[config.mk]
export PLATFORM = sky130hd
export DESIGN_NAME = spi_flag_ctrl
export DESIGN_NICKNAME = d
export VERILOG_FILES = /design/src/rtl/spi_flag_pkg.sv /design/src/rtl/spi_flag_cell.sv /design/src/rtl/spi_flag_events.sv /design/src/rtl/spi_flag_ctrl.sv
export SDC_FILE = /design/constraint.sdc
export NUM_CORES = 1
export LEC_CHECK = 0
export BUFFER_PORTS_ARGS = -buffer_cell sky130_fd_sc_hd__buf_2
export CAP_MARGIN = 40
export CORE_AREA = 8 8 45 47
export DETAILED_ROUTE_END_ITERATION = 7
export DIE_AREA = 0 0 53 55
export HOLD_SLACK_MARGIN = 0.03
export SLEW_MARGIN = 20
export SYNTH_ARGS = -nofsm -noshare
export SYNTH_HDL_FRONTEND = slang
export SYNTH_SLANG_ARGS = --single-unit
[constraint.sdc]
create_clock -name clk -period 2.51 [get_ports clk]
set_clock_uncertainty 0.15 [all_clocks]
set_input_delay 0.251 -clock clk [delete_from_list [all_inputs] [get_ports clk]]
set_output_delay 0.251 -clock clk [all_outputs]
set_load 0.05 [all_outputs]
[src/rtl/spi_flag_pkg.sv]
package spi_flag_pkg;
  localparam int STATUS_W  = 8;
  localparam int NUM_FLAGS = 3;
  localparam int POS_XFER  = 7;
  localparam int POS_WCOL  = 6;
  localparam int POS_MODF  = 4;

  typedef enum int unsigned {
    FLG_XFER = 0,
    FLG_WCOL = 1,
    FLG_MODF = 2
  } flag_idx_e;
endpackage

[src/rtl/spi_flag_cell.sv]
// One status flag with its own arming bit for the two-step clear.
module spi_flag_cell (
  input  logic clk,
  input  logic rst_n,
  input  logic set_i,      // set event this cycle
  input  logic arm_rd_i,   // status read strobe
  input  logic clr_acc_i,  // second-step access strobe
  output logic flag_o
);
  logic flag_q, flag_d;
  logic armed_q, armed_d;
  logic arm_cap, clr_fire;

  always_comb begin
    arm_cap  = arm_rd_i & flag_q;
    clr_fire = armed_q & clr_acc_i;
    flag_d   = flag_q;
    armed_d  = armed_q;
    if (set_i) begin
      flag_d  = 1'b1;
      armed_d = clr_fire ? 1'b0 : (armed_q | arm_cap);
    end else if (clr_fire) begin
      flag_d  = 1'b0;
      armed_d = 1'b0;
    end else begin
      armed_d = flag_q & (armed_q | arm_cap);
    end
  end

  always_ff @(posedge clk or negedge rst_n) begin
    if (!rst_n) begin
      flag_q  <= 1'b0;
      armed_q <= 1'b0;
    end else begin
      flag_q  <= flag_d;
      armed_q <= armed_d;
    end
  end

  assign flag_o = flag_q;

  AST_SET_WINS: assert property (@(posedge clk) disable iff (!rst_n)
    set_i |=> flag_q);
  AST_NO_UNARMED_CLEAR: assert property (@(posedge clk) disable iff (!rst_n)
    (flag_q && !set_i && !armed_q) |=> flag_q);
  AST_ARM_NEEDS_FLAG: assert property (@(posedge clk) disable iff (!rst_n)
    armed_q |-> flag_q);
endmodule

[src/rtl/spi_flag_events.sv]
// Decodes set events and second-step clear accesses; registers mode-fault clear pulses.
module spi_flag_events
  import spi_flag_pkg::*;
#(
  parameter int NUM_DIR = 3
) (
  input  logic                 clk,
  input  logic                 rst_n,
  input  logic                 xfer_done_i,
  input  logic                 xfer_busy_i,
  input  logic                 ss_n_i,
  input  logic                 master_i,
  input  logic                 fault_en_i,
  input  logic                 data_rd_i,
  input  logic                 data_wr_i,
  input  logic                 ctl1_wr_i,
  output logic [NUM_FLAGS-1:0] set_o,
  output logic [NUM_FLAGS-1:0] clr_acc_o,
  output logic                 clr_enable_o,
  output logic                 clr_master_o,
  output logic [NUM_DIR-1:0]   clr_pindir_o
);
  logic fault_hit;
  logic pulse_q, pulse_d;
  logic data_acc;

  always_comb begin
    fault_hit = master_i & fault_en_i & ~ss_n_i;
    data_acc  = data_rd_i | data_wr_i;
    set_o     = '0;
    clr_acc_o = '0;
    set_o[int'(FLG_XFER)]     = xfer_done_i;
    set_o[int'(FLG_WCOL)]     = data_wr_i & xfer_busy_i;
    set_o[int'(FLG_MODF)]     = fault_hit;
    clr_acc_o[int'(FLG_XFER)] = data_acc;
    clr_acc_o[int'(FLG_WCOL)] = data_acc;
    clr_acc_o[int'(FLG_MODF)] = ctl1_wr_i;
    pulse_d   = fault_hit;
  end

  always_ff @(posedge clk or negedge rst_n) begin
    if (!rst_n) pulse_q <= 1'b0;
    else        pulse_q <= pulse_d;
  end

  assign clr_enable_o = pulse_q;
  assign clr_master_o = pulse_q;

  for (genvar g = 0; g < NUM_DIR; g++) begin : g_dir
    assign clr_pindir_o[g] = pulse_q;
  end

  AST_NO_FAULT_AS_SLAVE: assert property (@(posedge clk) disable iff (!rst_n)
    (!master_i || !fault_en_i) |=> !clr_master_o);
endmodule

[src/rtl/spi_flag_ctrl.sv]
module spi_flag_ctrl
  import spi_flag_pkg::*;
#(
  parameter int NUM_DIR = 3
) (
  input  logic               clk,
  input  logic               rst_n,
  input  logic               xfer_done_i,
  input  logic               xfer_busy_i,
  input  logic               ss_n_i,
  input  logic               master_i,
  input  logic               fault_en_i,
  input  logic               irq_en_i,
  input  logic               sts_rd_i,
  input  logic               sts_wr_i,
  input  logic               data_rd_i,
  input  logic               data_wr_i,
  input  logic               ctl1_wr_i,
  output logic [STATUS_W-1:0] status_o,
  output logic               irq_o,
  output logic               load_inhibit_o,
  output logic               clr_enable_o,
  output logic               clr_master_o,
  output logic [NUM_DIR-1:0] clr_pindir_o
);
  logic [NUM_FLAGS-1:0] set_vec;
  logic [NUM_FLAGS-1:0] clr_vec;
  logic [NUM_FLAGS-1:0] flags;

  spi_flag_events #(.NUM_DIR(NUM_DIR)) u_events (
    .clk          (clk),
    .rst_n        (rst_n),
    .xfer_done_i  (xfer_done_i),
    .xfer_busy_i  (xfer_busy_i),
    .ss_n_i       (ss_n_i),
    .master_i     (master_i),
    .fault_en_i   (fault_en_i),
    .data_rd_i    (data_rd_i),
    .data_wr_i    (data_wr_i),
    .ctl1_wr_i    (ctl1_wr_i),
    .set_o        (set_vec),
    .clr_acc_o    (clr_vec),
    .clr_enable_o (clr_enable_o),
    .clr_master_o (clr_master_o),
    .clr_pindir_o (clr_pindir_o)
  );

  for (genvar f = 0; f < NUM_FLAGS; f++) begin : g_flag
    spi_flag_cell u_cell (
      .clk       (clk),
      .rst_n     (rst_n),
      .set_i     (set_vec[f]),
      .arm_rd_i  (sts_rd_i),
      .clr_acc_i (clr_vec[f]),
      .flag_o    (flags[f])
    );
  end

  always_comb begin
    status_o           = '0;
    status_o[POS_XFER] = flags[int'(FLG_XFER)];
    status_o[POS_WCOL] = flags[int'(FLG_WCOL)];
    status_o[POS_MODF] = flags[int'(FLG_MODF)];
  end

  assign irq_o          = irq_en_i & (flags[int'(FLG_XFER)] | flags[int'(FLG_MODF)]);
  assign load_inhibit_o = flags[int'(FLG_XFER)];

  AST_MODF_PULSES: assert property (@(posedge clk) disable iff (!rst_n)
    $rose(status_o[POS_MODF]) |-> (clr_master_o && clr_enable_o && (&clr_pindir_o)));
  AST_WCOL_NO_IRQ: assert property (@(posedge clk) disable iff (!rst_n)
    (status_o[POS_WCOL] && !status_o[POS_XFER] && !status_o[POS_MODF]) |-> !irq_o);
  AST_STS_WR_NOP: assert property (@(posedge clk) disable iff (!rst_n)
    (sts_wr_i && !sts_rd_i && !data_rd_i && !data_wr_i && !ctl1_wr_i
     && !xfer_done_i && !(master_i && fault_en_i && !ss_n_i)) |=> $stable(status_o));
  AST_INHIBIT_TRACKS: assert property (@(posedge clk) disable iff (!rst_n)
    status_o[POS_XFER] |-> load_inhibit_o);
endmodule

======== Yosys cells after proc, flatten, opt, wreduce, memory -nomap -nowiden ========
Index checks and enable logic that the tools add are counted.
storage, ports and cells
  register bits ........................... 7
  logic and storage cells ................. 44
  output and inout bits ................... 15
  input port bits ......................... 13
cells by class
  muxes and demuxes ....................... 15
  reduce and logical (&&, ||, !) cells .... 3
  bitwise gates (word level) .............. 19
operators by type and width
  cell                number
  two-way mux 1 bit   15
  AND 1 bit           13
  nonzero test 2 bit  3
  bitwise OR 1 bit    5
  inverter 1 bit      1

======== Depth between registers and ports, before layout ========
  depth after elaboration ................. 5
  depth in mapped cells ................... 2
  gate-level depth less buffers ........... 2

======== By module ========
Synthesis repeated with hierarchy kept, for this count alone.
unflattened totals
  cells, all modules ...................... 42
  area, all modules ....................... 441.7 um^2
by module, submodules not included
  module           seq. area each (um^2)  cells an instance  area each (um^2)  instances
  spi_flag_cell    50.0                   7                  90.1              3
  spi_flag_events  25.0                   13                 115.1             1
  spi_flag_ctrl    0.0                    8                  56.3              1

======== Least setup slack after synthesis ========
OpenSTA, ideal clock, no wires.
  path kind ............................... reg2out
  start point ............................. reg g_flag[0].u_cell.flag_q
  end point ............................... out irq_o
  required time ........................... 2109 ps
  setup slack ............................. 943 ps
  data arrival time ....................... 1166 ps
  stages on the path, launching flop included .. 2
  buffers on the path ..................... 0
  cell sequence ........................... dfrtp_1 > o21a_1
between the ends
  longest elaborated chain between the ends .. 2
RTL lines
  element                 RTL line             source
  from (decl)             spi_flag_cell.sv:10  logic flag_q, flag_d;
  from (signal assigned)  spi_flag_cell.sv:35  flag_q <= flag_d;
  bitwise OR 1 bit        spi_flag_ctrl.sv:66  assign irq_o = irq_en_i & (flags[int'(FLG_XFER)] | flags[int'(FLG_MODF)]);
  AND 1 bit               spi_flag_ctrl.sv:66
  to (decl)               spi_flag_ctrl.sv:20  output logic irq_o,
Every way passes these cells.

======== Final worst setup path ========
Ends and elaborated chain as after synthesis.

==> results.py <==
metrics = {
    "run_status": {
        "status": "finished clean",
    },
    "layout": {
        "fill_cells": 164,
        "drive_above_1_share_pct": 43.64,
        "final_cell_mix": "buf_2, dfrtp_1, conb_1, o21ai_0, clkbuf_4",
        "diodes": 0,
        "nets": 69,
        "area_growth_pct": 22.33,
        "final_common_cell": "buf_2",
        "utilization_pct": 34.18,
    },
    "cts": {
        "cts_resized": 0,
        "worstSkewPairLatency_ns": 0.24,
        "cts_tree": "yes",
        "clk_pin_slew_ns": 0.05,
        "root_buffer": "clkbuf_4",
        "cts_sinks": 7,
        "htreeDepth": 1,
        "clock_path_buffers": 2,
        "cts_buffers": 3,
    },
    "synth": {
        "postSynthAreaPerCell_um2": 10.45,
        "synth_area_um2": 386.6,
        "yosys_register_bits": 7,
        "synth_cells": 37,
        "synth_xor_area_share_pct": 0,
        "synthAdderAreaFrac_pct": 0,
        "synthSimpleGateAreaFrac_pct": 11.97,
        "ys.warnings.count": 0,
        "synthMuxAreaShare_pct": 0,
        "synth-compound-area-share_pct": 18.45,
        "synth_top_family_by_area": "buffers and inverters",
        "ys_types": 15,
        "ys_seq_area_share_pct": 45.31,
    },
    "placed_design": {
        "port_buffers": 21,
        "post-place-ws_ns": 1.312,
        "place.gp.congestion": 0.6320,
        "hpwl_um": 684.6,
    },
    "floorplan": {
        "initial_core_util_pct": 27.94,
        "die_y_um": 55,
        "rows": 14,
        "dieArea_um2": 2915,
        "io_pins": 28,
        "die_x_um": 53,
        "core_um2": 1384,
    },
    "sta": {
        "min_period_ns": 1.458,
        "hold_violations": 0,
        "setup_viol": 0,
        "setup_tns_ns": 0,
        "slew_viol_final": 0,
        "rsz0062_at_grt": "no",
        "fmax_mhz": 685.9,
        "worst_slack_ns": 1.052,
        "fin_hold_ws_ns": 0.04548,
        "period_share_pct": 58.09,
    },
    "worst_setup_path": {
        "end_kind": "output pin",
        "cp-start-kind": "flip-flop",
        "rrSetupSlack_ns": 1.41,
        "crit_required_ns": 2.11,
        "worstPathArrival_ns": 1.06,
        "crit_fanout": 6,
        "critical_path_class": "reg -> out",
    },
    "power_and_ir_drop": {
        "leakage_nw": 0.2504,
        "power.density_nw_per_um2": 939.3,
        "ir_worst_vdd_v": 0.0002134,
    },
    "min_path": {
        "hp-class": "in -> reg",
    },
    "global_route": {
        "antenna_found_initial": 0,
        "track_usage_pct": 5.662,
        "grt_pass1_wl_um": 1145,
        "grt_max_degree": 8,
        "grt-ovfl-total": 0,
        "grt_pass1_vias": 273,
    },
    "routing": {
        "drc": 0,
        "antenna_left": 0,
        "wl_um": 786,
        "wl_per_cell_um": 11.07,
        "first_iter_violations": 2,
        "vias_per_cell": 4.239,
        "num_vias": 301,
        "first_pass_iters": 2,
    },
    "flow_run": {
        "maxCapViolations": 0,
    },
}
==> synthesized netlist by cell type (all sizes together) <==
cell / instances / area share, %
nor3b: 1 / 1.9
buf: 12 / 23
nor2b: 2 / 3.2
and3b: 1 / 2.3
nand2: 1 / 0.97
conb: 1 / 0.97
a32o: 1 / 2.6
a22o: 1 / 2.3
dfrtp: 7 / 45
o31ai: 1 / 1.9
o21a: 2 / 3.9
or2: 1 / 1.6
a21o: 2 / 3.9
nand3b: 1 / 1.9
o21ai: 3 / 3.9
==> per-layer routing <==
metal  wire, um  share of wire (%)  global-route usage [%]  up-vias
li1           -                  -                       -      148
met1        246                 31                   5.564      137
met2        369                 47                   8.203       16
met3        169                 22                   4.278        0
met4          0                  0                   3.879        0
met5          0                  0                       0        -
==> area by class of cell <==
type / instances / area (um^2) / area share [%]
multi-input combinational: 22 / 136.4 / 28.84
clock buffer: 4 / 26.28 / 5.556
tap: 16 / 20.02 / 4.233
timing repair buffer: 22 / 115.1 / 24.34
sequential: 7 / 175.2 / 37.04
==> critical path, stage by stage (launching register included) <==
cell and delay, ns:
dfrtp_1 0.42, o21a_1 0.19, buf_2 0.20
==> where the power goes <==
| part | switching, mW | internal [mW] | leakage, nW |
|---|---|---|---|
| Clock | 0.0388 | 0.0605 | 0.0150 |
| Sequential | 0.0234 | 0.143 | 0.0841 |
| Combinational | 0.125 | 0.0530 | 0.151 |
| Total | 0.188 | 0.257 | 0.250 |
==> metrics by stage <==
stage / total power, mW / instances / cell area (um^2)
6_report: 0.4443 / 71 / 473.0
5_1_grt: 0.4696 / 71 / 473.0
4_1_cts: 0.4518 / 71 / 473.0
3_5_place_dp: 0.3474 / 66 / 436.7
3_3_place_gp: 0.3447 / 66 / 436.7
2_1_floorplan: 0.3343 / 41 / 401.6
==> logic make-up after synthesis <==
kind of cell	after synthesis
AND/OR/NAND/NOR	7
other	1
flip-flops	7
buffers and inverters	12
AO/OA/AOI/OAI	10
==> final timing paths <==
kind                                          start                  endpoint  depth (start not counted)
max                         g_flag[0].u_cell.flag_o                     irq_o                          2
max in group asynchronous                     rst_n     u_events.clr_enable_o                          2
min in group asynchronous                     rst_n  g_flag[0].u_cell.armed_q                          2
min                                     xfer_done_i   g_flag[0].u_cell.flag_o                          2
min reg2reg                 g_flag[1].u_cell.flag_o  g_flag[1].u_cell.armed_q                          1
max reg2reg                g_flag[2].u_cell.armed_q  g_flag[2].u_cell.armed_q                          2
==> timing repair <==
action	in CTS	in global routing
hold buffers	1	0
buffers inserted	0	0
endpoints found under the hold margin	7	0
==> registers in the layout, summed over array words and instances, names as in the netlist <==
name / cells
g_flag.u_cell.armed_q: 3
u_events.clr_enable_o: 1
g_flag.u_cell.flag_o: 3
Note: power is estimated with default switching activity, not from simulation.
